<file path="src/rtl/fwup_pkg.sv">
package fwup_pkg;
  // register addresses; the map is part of the software contract
  localparam int unsigned A_STATUS = 0;
  localparam int unsigned A_START  = 1;
  localparam int unsigned A_DATA   = 2;
  localparam int unsigned A_CNT_LO = 3;
  localparam int unsigned A_CNT_HI = 4;

  // status bit positions
  localparam int unsigned S_READY = 0;
  localparam int unsigned S_OPEN  = 1;
  localparam int unsigned S_DONE  = 2;
  localparam int unsigned S_SEQ   = 3;  // two bits: 4:3

  localparam int unsigned SEQ_W = 2;

  function automatic int unsigned lock_cycles(input int unsigned hz, input int unsigned ms);
    int unsigned c;
    c = (hz / 1000) * ms;
    return (c == 0) ? 1 : c;
  endfunction
endpackage

</file>
<file path="src/rtl/fwup_lockout.sv">
module fwup_lockout #(
  parameter int unsigned LOCK_CYC = 150000
) (
  input  logic clk_i,
  input  logic rst_n,
  output logic ready_o
);
  localparam int unsigned CW = $clog2(LOCK_CYC + 1);
  localparam logic [CW-1:0] LAST = CW'(LOCK_CYC);

  logic [CW-1:0] cnt_q, cnt_d;
  logic          cnt_en;

  always_comb begin
    cnt_en = (cnt_q != LAST);
    cnt_d  = cnt_q + CW'(1);
  end

  always_ff @(posedge clk_i or negedge rst_n) begin
    if (!rst_n)      cnt_q <= '0;
    else if (cnt_en) cnt_q <= cnt_d;
  end

  assign ready_o = (cnt_q == LAST);

  // once the lockout has elapsed it stays elapsed
  p_ready_hold_r1: assert property (@(posedge clk_i) disable iff (!rst_n)
    ready_o |=> ready_o);
  p_cnt_bound_r1: assert property (@(posedge clk_i) disable iff (!rst_n)
    cnt_q <= LAST);
endmodule

</file>
<file path="src/rtl/fwup_unlock.sv">
module fwup_unlock #(
  parameter int unsigned ADDR_W = 3,
  parameter int unsigned DATA_W = 8,
  parameter logic [DATA_W-1:0] KEY = 8'hA5
) (
  input  logic                       clk_i,
  input  logic                       rst_n,
  input  logic                       armed_i,
  input  logic                       acc_i,
  input  logic                       wr_i,
  input  logic [ADDR_W-1:0]          addr_i,
  input  logic [DATA_W-1:0]          wdata_i,
  output logic [fwup_pkg::SEQ_W-1:0] seq_o,
  output logic                       open_set_o
);
  import fwup_pkg::*;

  logic [SEQ_W-1:0] seq_q, seq_d;
  logic             seq_en;
  logic             key_wr, start_wr;

  always_comb begin
    start_wr   = acc_i && wr_i && (addr_i == ADDR_W'(A_START));
    key_wr     = start_wr && (wdata_i == KEY);
    seq_en     = !armed_i || acc_i;
    seq_d      = seq_q;
    open_set_o = 1'b0;
    if (!armed_i) begin
      seq_d = '0;
    end else if (acc_i) begin
      if (key_wr) begin
        if (seq_q == SEQ_W'(2)) begin
          seq_d      = '0;
          open_set_o = 1'b1;
        end else begin
          seq_d = seq_q + SEQ_W'(1);
        end
      end else begin
        seq_d = '0;
      end
    end
  end

  always_ff @(posedge clk_i or negedge rst_n) begin
    if (!rst_n)      seq_q <= '0;
    else if (seq_en) seq_q <= seq_d;
  end

  assign seq_o = seq_q;

  // no progress while not armed
  p_seq_idle_r2: assert property (@(posedge clk_i) disable iff (!rst_n)
    !armed_i |=> (seq_q == '0));
  // wrong key clears the count
  p_bad_key_r4: assert property (@(posedge clk_i) disable iff (!rst_n)
    (armed_i && start_wr && (wdata_i != KEY)) |=> (seq_q == '0));
  // any other access clears the count
  p_other_acc_r5: assert property (@(posedge clk_i) disable iff (!rst_n)
    (armed_i && acc_i && !start_wr) |=> (seq_q == '0));
  p_seq_range_r3: assert property (@(posedge clk_i) disable iff (!rst_n)
    seq_q != SEQ_W'(3));
endmodule

</file>
<file path="src/rtl/fwup_sink.sv">
module fwup_sink #(
  parameter int unsigned DATA_W    = 8,
  parameter int unsigned IMG_BYTES = 7600,
  parameter int unsigned CNT_W     = $clog2(IMG_BYTES + 1)
) (
  input  logic              clk_i,
  input  logic              rst_n,
  input  logic              open_set_i,
  input  logic              data_wr_i,
  input  logic [DATA_W-1:0] wdata_i,
  output logic              open_o,
  output logic              done_o,
  output logic [CNT_W-1:0]  count_o,
  output logic              img_we_o,
  output logic [DATA_W-1:0] img_data_o,
  output logic [CNT_W-1:0]  img_idx_o
);
  localparam logic [CNT_W-1:0] LAST_IDX = CNT_W'(IMG_BYTES - 1);
  localparam logic [CNT_W-1:0] FULL     = CNT_W'(IMG_BYTES);

  logic              open_q, open_d, done_q, done_d, we_q, take;
  logic [CNT_W-1:0]  cnt_q, cnt_d, idx_q;
  logic [DATA_W-1:0] dat_q;

  always_comb begin
    take   = open_q && data_wr_i;
    open_d = open_q;
    done_d = done_q;
    cnt_d  = cnt_q;
    if (open_set_i && !done_q) open_d = 1'b1;
    if (take) begin
      cnt_d = cnt_q + CNT_W'(1);
      if (cnt_q == LAST_IDX) begin
        open_d = 1'b0;
        done_d = 1'b1;
      end
    end
  end

  always_ff @(posedge clk_i or negedge rst_n) begin
    if (!rst_n) begin
      open_q <= 1'b0;
      done_q <= 1'b0;
      cnt_q  <= '0;
      we_q   <= 1'b0;
    end else begin
      open_q <= open_d;
      done_q <= done_d;
      cnt_q  <= cnt_d;
      we_q   <= take;
    end
  end

  always_ff @(posedge clk_i or negedge rst_n) begin
    if (!rst_n) begin
      dat_q <= '0;
      idx_q <= '0;
    end else if (take) begin
      dat_q <= wdata_i;
      idx_q <= cnt_q;
    end
  end

  assign open_o     = open_q;
  assign done_o     = done_q;
  assign count_o    = cnt_q;
  assign img_we_o   = we_q;
  assign img_data_o = dat_q;
  assign img_idx_o  = idx_q;

  // a strobe's index is the byte just counted
  p_idx_match_r6: assert property (@(posedge clk_i) disable iff (!rst_n)
    we_q |-> ((idx_q + CNT_W'(1)) == cnt_q));
  // count never passes the image size; done closes and sticks
  p_cnt_max_r7: assert property (@(posedge clk_i) disable iff (!rst_n)
    cnt_q <= FULL);
  p_done_shut_r7: assert property (@(posedge clk_i) disable iff (!rst_n)
    done_q |-> !open_q);
  p_done_sticky_r7: assert property (@(posedge clk_i) disable iff (!rst_n)
    done_q |=> done_q);
  p_no_we_done_r7: assert property (@(posedge clk_i) disable iff (!rst_n)
    (done_q && $past(done_q)) |-> !we_q);
  // strobes only follow an open cycle
  p_we_open_r8: assert property (@(posedge clk_i) disable iff (!rst_n)
    we_q |-> $past(open_q));
endmodule

</file>
<file path="src/rtl/fwup_loader.sv">
module fwup_loader #(
  parameter int unsigned CLK_HZ    = 50_000_000,
  parameter int unsigned LOCK_MS   = 3,
  parameter int unsigned IMG_BYTES = 7600,
  parameter int unsigned ADDR_W    = 3,
  parameter int unsigned DATA_W    = 8,
  parameter logic [DATA_W-1:0] KEY = 8'hA5
) (
  input  logic                               clk_i,
  input  logic                               rst_n_i,
  input  logic                               bus_sel_i,
  input  logic                               bus_wr_i,
  input  logic [ADDR_W-1:0]                  bus_addr_i,
  input  logic [DATA_W-1:0]                  bus_wdata_i,
  output logic [DATA_W-1:0]                  bus_rdata_o,
  output logic                               img_we_o,
  output logic [DATA_W-1:0]                  img_data_o,
  output logic [$clog2(IMG_BYTES + 1)-1:0]   img_idx_o
);
  import fwup_pkg::*;

  localparam int unsigned LOCK_CYC = lock_cycles(CLK_HZ, LOCK_MS);
  localparam int unsigned CNT_W    = $clog2(IMG_BYTES + 1);
  localparam int unsigned EXT_W    = 2 * DATA_W;

  // reset: asynchronous assert, synchronous release
  logic [1:0] rs_q;
  logic       rst_n;
  always_ff @(posedge clk_i or negedge rst_n_i) begin
    if (!rst_n_i) rs_q <= 2'b00;
    else          rs_q <= {rs_q[0], 1'b1};
  end
  assign rst_n = rs_q[1];

  logic             ready, armed, open_set, open, done, data_wr, rd;
  logic [SEQ_W-1:0] seq;
  logic [CNT_W-1:0] count;

  fwup_lockout #(.LOCK_CYC(LOCK_CYC)) lock_i (
    .clk_i  (clk_i),
    .rst_n  (rst_n),
    .ready_o(ready)
  );

  assign armed = ready && !open && !done;

  fwup_unlock #(.ADDR_W(ADDR_W), .DATA_W(DATA_W), .KEY(KEY)) unl_i (
    .clk_i     (clk_i),
    .rst_n     (rst_n),
    .armed_i   (armed),
    .acc_i     (bus_sel_i),
    .wr_i      (bus_wr_i),
    .addr_i    (bus_addr_i),
    .wdata_i   (bus_wdata_i),
    .seq_o     (seq),
    .open_set_o(open_set)
  );

  assign data_wr = bus_sel_i && bus_wr_i && (bus_addr_i == ADDR_W'(A_DATA));

  fwup_sink #(.DATA_W(DATA_W), .IMG_BYTES(IMG_BYTES), .CNT_W(CNT_W)) snk_i (
    .clk_i     (clk_i),
    .rst_n     (rst_n),
    .open_set_i(open_set),
    .data_wr_i (data_wr),
    .wdata_i   (bus_wdata_i),
    .open_o    (open),
    .done_o    (done),
    .count_o   (count),
    .img_we_o  (img_we_o),
    .img_data_o(img_data_o),
    .img_idx_o (img_idx_o)
  );

  // read-back path
  logic [DATA_W-1:0] rdata_q, rdata_d, status;
  logic [EXT_W-1:0]  cnt_ext;

  always_comb begin
    rd     = bus_sel_i && !bus_wr_i;
    status = '0;
    status[S_READY]             = armed;
    status[S_OPEN]              = open;
    status[S_DONE]              = done;
    status[S_SEQ +: SEQ_W]      = seq;
    cnt_ext = EXT_W'(count);
    rdata_d = '0;
    if (bus_addr_i == ADDR_W'(A_STATUS))      rdata_d = status;
    else if (bus_addr_i == ADDR_W'(A_CNT_LO)) rdata_d = cnt_ext[DATA_W-1:0];
    else if (bus_addr_i == ADDR_W'(A_CNT_HI)) rdata_d = cnt_ext[EXT_W-1:DATA_W];
  end

  always_ff @(posedge clk_i or negedge rst_n) begin
    if (!rst_n)  rdata_q <= '0;
    else if (rd) rdata_q <= rdata_d;
  end

  assign bus_rdata_o = rdata_q;

  // the upgrade opens only after two earlier keyed writes
  p_open_after_two_r3: assert property (@(posedge clk_i) disable iff (!rst_n)
    $rose(open) |-> ($past(seq) == SEQ_W'(2)));
  // opening requires the lockout to have elapsed
  p_open_ready_r3: assert property (@(posedge clk_i) disable iff (!rst_n)
    open |-> ready);
  // while open, only a data write can close it
  p_open_stays_r9: assert property (@(posedge clk_i) disable iff (!rst_n)
    (open && !data_wr) |=> open);
endmodule

</file>
<file path="config.mk">
export PLATFORM = sky130hd
export DESIGN_NAME = fwup_loader
export DESIGN_NICKNAME = d
export VERILOG_FILES = /design/src/rtl/fwup_pkg.sv /design/src/rtl/fwup_lockout.sv /design/src/rtl/fwup_unlock.sv /design/src/rtl/fwup_sink.sv /design/src/rtl/fwup_loader.sv
export SDC_FILE = /design/constraint.sdc
export NUM_CORES = 1
export LEC_CHECK = 0
export ABC_AREA = 1
export BUFFER_PORTS_ARGS = -buffer_cell sky130_fd_sc_hd__clkbuf_2
export CAP_MARGIN = 10
export CORE_MARGIN = 2
export CORE_UTILIZATION = 50
export CTS_CLUSTER_SIZE = 8
export DETAILED_ROUTE_END_ITERATION = 10
export PLACE_DENSITY = 0.74
export SLEW_MARGIN = 0
export SYNTH_ARGS = -nofsm -noshare
export SYNTH_HDL_FRONTEND = slang
export SYNTH_SLANG_ARGS = --single-unit
</file>
<file path="constraint.sdc">
create_clock -name clk_i -period 2 [get_ports clk_i]
set_input_delay 0.2 -clock clk_i [delete_from_list [all_inputs] [get_ports clk_i]]
set_output_delay 0.2 -clock clk_i [all_outputs]
set_load 0.02 [all_outputs]
</file>
# Word-level counts from Yosys, hierarchy flattened
# Cells that the tools add are included.
[word_totals] reg_bits=67 inputBits=15 output_inout_bits=30 wordCells=54
[op_classes] add_sub_neg=3 n_eq_ne=10 mux=14 n_reduce_logical=17
[op_table] operator="$add A18 B1 Y18 const B" count=1
[op_table] operator="$eq A18 B18 Y1 const B" count=1
[op_table] operator="$ne A18 B18 Y1 const B" count=1
[op_table] operator="$mux W8" count=2
[op_table] operator="$add A13 B1 Y13 const B" count=1
[op_table] operator="$eq A13 B13 Y1 const B" count=1
[op_table] operator="$logic_and A1 B1 Y1" count=9
[op_table] operator="$eq A8 B8 Y1 const B" count=1
[op_table] operator="$mux W2" count=4
[op_table] operator="$mux W1" count=7
[op_table] operator="$eq A3 B2 Y1 const B" count=2
[op_table] operator="$mux W5" count=1
[op_table] operator="$logic_not A1 Y1" count=4
[op_table] operator="$reduce_and A2 Y1" count=2
[op_table] operator="$eq A3 B1 Y1 const B" count=1
[op_table] operator="$eq A3 B3 Y1 const B" count=1
[op_table] operator="$logic_not A3 Y1" count=1
[op_table] operator="$add A2 B1 Y2 const B" count=1
[op_table] operator="$eq A2 B2 Y1 const B" count=1
[op_table] operator="$ne A2 B2 Y1 const B" count=1
[op_table] operator="$logic_or A1 B1 Y1" count=1

# Logic depth before layout (Yosys ltp)
# Gate-level depths: netlist (run 1).
[logic_depth] word_depth=10 mapped_depth=8 mapped_depth_nobuf=8

# Cells and area by module
# A second synthesis (run 1) with hierarchy kept.
[hier_totals] cells_unflattened=422 hier_area_um2=3387.0
[by_module_without_submodules] module="fwup_sink" instances=1 cells_per_inst=175 area_each_um2=1589.0 seq_area_each_um2=925.9
[by_module_without_submodules] module="fwup_lockout" instances=1 cells_per_inst=123 area_each_um2=1003.5 seq_area_each_um2=450.4
[by_module_without_submodules] module="fwup_loader" instances=1 cells_per_inst=83 area_each_um2=580.6 seq_area_each_um2=250.2
[by_module_without_submodules] module="fwup_unlock" instances=1 cells_per_inst=41 area_each_um2=214.0 seq_area_each_um2=50.0

# Worst setup path before layout (run 1)
# OpenSTA, ideal clock, no wires.
[synth_path] kind="flip-flop to flip-flop" from="register lock_i.cnt_q[0]" to="register lock_i.cnt_q[2]" setup_ns=0.113 arrival_ns=1.173 required_ns=1.887 path_slack_ns=0.714 stages_incl_launch_ff=9 n_path_buf=0 synth_period_minus_slack_ns=1.286 path_cell_list="dfrtp_1 > inv_1 > ha_1 > nand3_1 > nor2_1 > nand3_2 > a21o_1 > nand2_1 > inv_1"
[synth_via] elab_chain_cells=1
[synth_lines] item="start: declaration" line="fwup_lockout.sv:11" text="logic [CW-1:0] cnt_q, cnt_d;"
[synth_lines] item="start signal: assignment" line="fwup_lockout.sv:21" text="else if (cnt_en) cnt_q <= cnt_d;"
[synth_lines] item="$add A18 B1 Y18 / $ne A18 B18 Y1 (equally long branches)" line="fwup_lockout.sv:16, fwup_lockout.sv:15"
# Several ways; a longest one is shown, not always the timed one.
# A chain may end at the register's enable or synchronous reset.

# Worst setup path after layout (run 1)
[layout_path] from="register snk_i.open_q, in the netlist snk_i.open_o" to="register snk_i.done_q, in the netlist snk_i.done_o"
[layout_via] elab_chain_cells=2
[layout_lines] item="start: declaration" line="fwup_sink.sv:21" text="logic open_q, open_d, done_q, done_d, we_q, take;"
[layout_lines] item="start signal: assignment" line="fwup_sink.sv:47" text="open_q <= open_d;"
[layout_lines] item="$logic_and A1 B1 Y1" line="fwup_sink.sv:26" text="take = open_q && data_wr_i;"
[layout_lines] item="$reduce_and A2 Y1 (no line)"
[layout_lines] item="end signal: assignment" line="fwup_sink.sv:48" text="done_q <= done_d;"
[layout_lines] item="end: declaration" line="fwup_sink.sv:21"
# No other way between the ends.

==> impl_metrics.ini, run 1 <==
[outcome]
status = completed

[route]
drt_first_pass_iters = 4
drc_errors = 0
ant_nets = 0
viasPerCell = 5.01
vias = 2383
drt_iter0_drc = 98
drt-wirelength-per-cell_um = 12.8
drt-total-wl_um = 6110

[worst_setup_path]
start_kind = flip-flop
r2r_slack_ns = 0.51
rr_endpoint = snk_i.done_o$_DFFE_PN0P_
critical_path.max_fanout = 30
cp_top_family = simple AND/OR/NAND/NOR gates
worstPathCellList = nand2_2 > nor2_4 > nand2_4 > inv_2 > nand2_1 > nor3b_2 > or2_1
criticalPathCategory = flip-flop to flip-flop
critPathArrivalTime_ns = 1.78
worst_path_max_delay_cell = dfrtp_1
cp-end-kind = flip-flop
r2r_start = snk_i.open_o$_DFF_PN0_
cp.required_ns = 2.28
cp_num_buf_inv = 1
reg2reg_depth = 7
cpPeakStageDelay_ns = 0.40

[synthesis]
synthCells = 345
synth_cell_type_count = 32
synth_top_cell_area_share_pct = 53.8
ys_seq_area_share_pct = 53.8
yosysWarningCount = 0
avgSynthCellArea_um2 = 9.04
synthTopCellsByArea = dfrtp_1 54%, nand2_1 9.9%, xor2_1 6.5%
synth_fp_nets = 363
syn_area_um2 = 3120
yosysTopAreaCell = dfrtp_1
ys_ff_latch = 67

[global_route]
grt_max_degree = 66
grt_pass1_vias = 2332
grt_first_pass_wirelength_um = 10400
antenna_found_initial = 0
gr-total-overflow = 0
track_usage_pct = 18.7

[die]
core_um2 = 5990
ios = 45
dieArea_um2 = 6890
die_w_um = 83.0
start_util_pct = 52.1
die_h_um = 83.0
placement_rows = 28

[run]
maxCapViolations = 0

[clocking]
clock_path_buffers = 2
cts_tree = yes
clk_pin_slew_ns = 0.07
post_cts_buffers = 0
root_buffer = clkbuf_8
clk_latency_ns = 0.35
htree_levels = 3
numCtsBuffers = 9
numClockSinks = 67

[cells_and_area]
area_growth_syn_to_layout_pct = 17.6
drive_above_1_share_pct = 20.4
final_net_count = 414
layout_commonest_cell = nand2_1
layout_common_cells = 82 x nand2_1, 66 x dfrtp_1, 44 x clkbuf_2, 39 x inv_1, 26 x nor2_1
diodes = 0
utilization_pct = 61.2

[sta]
hold_ws_ns = 0.0661
clock.fmax_mhz = 670
period_minus_slack_ns = 1.49
drv_slew = 0
finalClockSkew_ns = 0.00857
max_slew_margin_pct = 66.6
fin_crit_sh_pct = 74.7
rsz0062_at_grt = false
worstMarginPinSlew_ns = 0.497
setup_viol = 0
hold_viol = 0
fin_tns_setup_ns = 0

[pwr]
total_power_w = 0.00355
ir_worst_vdd_mv = 0.628
p_per_area_nw_per_um2 = 967
power.leakage_nw = 1.84

[worst_hold_path]
hp-start = bus_wdata_i[7]
holdPathStages = 3
worst_hold_path.endpoint = snk_i.img_data_o[7]$_DFFE_PN0P_
hp-class = input pin to flip-flop

[placement]
gp_congestion = 0.847
port_buffers = 44
dp_hpwl_um = 4490
logic make-up (layout without fill, tap and decap cells):
| group | count (synthesis) | after routing | synth area share (%) |
|---|---|---|---|
| AOI/OAI and AO/OA | 38 | 38 | 6.50 |
| xor gates and xnor gates | 27 | 27 | 7.58 |
| adders and majority gates | 3 | 3 | 1.20 |
| buffers and inverters | 48 | 104 | 6.66 |
| DFF | 67 | 67 | 53.8 |
| other | 1 | 1 | 0.120 |
| and+or+nand+nor | 161 | 161 | 24.2 |
final cells by class:
cell class / count / area [µm²]
fillers: 515 / 2320
flip-flops and latches: 67 / 1680
multi-input cells: 230 / 1230
repair buffers: 47 / 258
inverters: 41 / 154
clock buffers: 10 / 138
clock inverters: 6 / 113
well taps: 75 / 93.8
Yosys cell counts (all sizes together):
| master | n |
|---|---|
| nand2 | 85 |
| xnor2 | 4 |
| nor3b | 1 |
| nand3 | 23 |
| o21ai | 25 |
| or2 | 1 |
| nand4 | 7 |
| o31ai | 2 |
| clkbuf | 2 |
| inv | 41 |
| xor2 | 23 |
| conb | 1 |
| ha | 3 |
| dfrtp | 67 |
| nor2 | 34 |
| buf | 5 |
| nor3 | 10 |
| o22ai | 4 |
| a21oi | 6 |
| a21o | 1 |
layer usage:
metal	share of wire, %	vias up	wire length (µm)	track usage (%)
li1	-	1195	-	-
met1	44	1147	2690	22.7
met3	4.3	7	261	7.06
met5	0	-	0	0
met2	51	34	3100	31.4
met4	1.0	0	63	5.07
report_power, final:
part,internal (W),switching (W)
logic,0.000179,0.000369
clock network,0.000861,0.000524
registers,0.00150,0.000109
worst max path at each step:
stage | slack [ns] | end | startpoint | cells past startpoint
finish | 0.51 | snk_i.done_o$_DFFE_PN0P_ | snk_i.open_o$_DFF_PN0_ | 7
global route | 0.36 | snk_i.done_o$_DFFE_PN0P_ | snk_i.open_o$_DFF_PN0_ | 7
CTS | 0.50 | snk_i.done_o$_DFFE_PN0P_ | snk_i.open_o$_DFF_PN0_ | 7
detailed placement | 0.50 | snk_i.done_o$_DFFE_PN0P_ | bus_sel_i | 8
global placement | 0.57 | snk_i.done_o$_DFFE_PN0P_ | snk_i.open_o$_DFF_PN0_ | 7
floorplan | 0.71 | lock_i.cnt_q[2]$_DFFE_PN0P_ | lock_i.cnt_q[0]$_DFFE_PN0P_ | 8
worst register-to-register path, cell delays in order, from the launching register on:
cell,delay (ns)
dfrtp_1,0.40
nand2_2,0.08
nor2_4,0.10
nand2_4,0.20
inv_2,0.24
nand2_1,0.11
nor3b_2,0.19
or2_1,0.12
stage by stage:
| step | cells | setup slack, ns | area [µm²] |
|---|---|---|---|
| final | 476 | 0.507 | 3670 |
| after global routing | 476 | 0.360 | 3670 |
| after CTS | 476 | 0.503 | 3670 |
| after detailed placement | 459 | 0.500 | 3410 |
| after global placement | 459 | 0.570 | 3410 |
| after floorplan | 345 | 0.714 | 3120 |
sequential cells by signal (all words and copies together) (netlist names):
signal / cells
rs_q: 2
unl_i.seq_o: 2
snk_i.count_o: 13
bus_rdata_o: 8
snk_i.img_idx_o: 13
snk_i.img_we_o: 1
lock_i.cnt_q: 18
snk_i.open_o: 1
snk_i.img_data_o: 8
snk_i.done_o: 1
what timing repair did:
item	CTS	global route
hold buffers	1	0
gates resized for setup	0	0
hold endpoints to repair	2	0
No activity file was read; power rests on OpenSTA's default activity.
==> run 2, diff against run 1 <==
==> constraint.sdc (replaced) <==
create_clock -name clk_i -period 1.35 [get_ports clk_i]
set_input_delay 0.135 -clock clk_i [delete_from_list [all_inputs] [get_ports clk_i]]
set_output_delay 0.135 -clock clk_i [all_outputs]
set_load 0.02 [all_outputs]
==> run 2 against run 1 <==
Against the previous run: critical endpoint is now unl_i.seq_o[0]$_DFFE_PN0P_; highest routed layer unchanged; cell area up 5.8%; count of clock-buffer cells in the layout increased by 3; routed wire length grew 10%; sequential power is 48% higher; the flow now finishes with violations (negative setup slack); cell count grew 4.8%; largest power group unchanged; clock power up 19%; critical path depth rose by 1.
==> impl_metrics.ini, run 2 (same netlist as run 1, synthesis figures left out) <==
[clocking]
clock_path_buffers = 2
clk_pin_slew_ns = 0.07
cts_tree = yes
numCtsBuffers = 9
htree_levels = 3
root_buffer = clkbuf_8
clk_latency_ns = 0.34
numClockSinks = 67

[global_route]
grt_first_pass_wirelength_um = 11600
grt_max_degree = 38
antenna_found_initial = 0
grt_pass1_vias = 2581
gr-total-overflow = 0
track_usage_pct = 21.0

[worst_setup_path]
cp.required_ns = 1.63
criticalPathCategory = flip-flop to flip-flop
critPathLaunch = lock_i.cnt_q[0]$_DFFE_PN0P_
r2r_start = lock_i.cnt_q[0]$_DFFE_PN0P_
critPathArrivalTime_ns = 1.65
cp-end-kind = flip-flop
start_kind = flip-flop
critical_path.max_fanout = 5

[route]
ant_nets = 0
drc_errors = 0
drt-total-wl_um = 6740
drt_iter0_drc = 146
viasPerCell = 5.04
drt_first_pass_iters = 5
drt-wirelength-per-cell_um = 13.5
vias = 2515

[sta]
period_minus_slack_ns = 1.37
clock.fmax_mhz = 727
hold_viol = 0
drv_slew = 0
rsz0062_at_grt = true
fin_crit_sh_pct = 102
finalClockSkew_ns = 0.00849
setup_viol = 3
finalWorstSetupSlack_ns = -0.0246
hold_ws_ns = 0.0134

[cells_and_area]
final_area_um2 = 3880
layout_common_cells = 79 x nand2_1, 64 x dfrtp_1, 44 x clkbuf_2, 37 x inv_1, 24 x buf_4
layout_commonest_cell = nand2_1
final_net_count = 438
utilization_pct = 64.8
largest_register_ff_count = 18
area_growth_syn_to_layout_pct = 24.4
largest_register = lock_i.cnt_q
final_cells = 499
diodes = 0
drive_above_1_share_pct = 28.1

[placement]
place_area_um2 = 3520
port_buffers = 44
gp_congestion = 0.800
dp_hpwl_um = 4920
dpl_worst_slack_ns = -0.0547
place_inst = 476

[die]
dieArea_um2 = 6890
die_w_um = 83.0
start_util_pct = 52.1
core_um2 = 5990
placement_rows = 28
ios = 45
die_h_um = 83.0

[pwr]
ir_worst_vdd_mv = 0.883
power.leakage_nw = 1.95
p_per_area_nw_per_um2 = 1300

[worst_hold_path]
hp-start = bus_wdata_i[2]
hp-class = input pin to flip-flop

[outcome]
violations = negative setup slack
status = finished, violations left

[run]
maxCapViolations = 0
-- run 2: cell count changes in the layout (fill, tap and decap cells not counted), moves of 3 or more --
cell        previous run  this run
buf_4                  1        24
nand3_1               22        18
nor2_1                26        22
clkinvlp_4             3         0
nand2_1               82        79
nand2_2                2         5
-- run 2: what timing repair did --
item | in CTS | in global routing
gates resized for setup | 5 | 19
hold endpoints to repair | 4 | 0
buffers inserted | 3 | 2
endpoints found under the setup margin | 9 | 23
pin swaps | 3 | 11
hold buffers | 3 | 0
-- run 2: path summary, 6_finish.rpt --
kind,endpoint,slack (ns),cells past startpoint
worst min-delay path,snk_i.img_data_o[2]$_DFFE_PN0P_,0.01,3
worst max-delay path,unl_i.seq_o[0]$_DFFE_PN0P_,-0.02,8
worst max register to register,unl_i.seq_o[0]$_DFFE_PN0P_,-0.02,8
max in group asynchronous,lock_i.cnt_q[17]$_DFFE_PN0P_,0.69,1
min in group asynchronous,rs_q[0]$_DFF_PN0_,0.11,2
worst min register to register,lock_i.cnt_q[6]$_DFFE_PN0P_,0.27,1
-- run 2: metrics by stage --
step                      TNS (ns)  total power, W
after floorplan                  0         0.00292
after global placement           0         0.00329
after detailed placement    -0.174         0.00332
after CTS                  -0.0310         0.00500
after global routing         -1.18         0.00528
final                      -0.0669         0.00505
-- run 2: where the power goes --
group / total [W] / internal, W / leakage (nW) / switching [W]
Clock: 0.00166 / 0.000943 / 0.0995 / 0.000722
Combinational: 0.000998 / 0.000385 / 1.00 / 0.000612
Sequential: 0.00239 / 0.00223 / 0.849 / 0.000159
Total: 0.00505 / 0.00355 / 1.95 / 0.00149
-- run 2: layer usage --
layer / part of all wire [%] / global-route usage, %
met4: 2.1 / 7.90
met3: 2.9 / 5.67
met1: 43 / 25.5
met5: 0 / 0
met2: 52 / 35.6
-- run 2: cell type report --
type / count / area, µm²
flip-flops and latches: 67 / 1680
clock buffers: 13 / 159
multi-input cells: 230 / 1330
inverters: 41 / 154
repair buffers: 71 / 430
fillers: 499 / 2110
clock inverters: 2 / 35.0
well taps: 75 / 93.8
-- run 2: worst max-delay path, cell delays in order, from the launching register on --
cell and delay (ns):
dfrtp_1 0.41, inv_1 0.07, ha_1 0.15, nand3_2 0.10, nor2_4 0.15, nand3_4 0.11
nor2_4 0.14, nand3_1 0.08, nor2_1 0.10
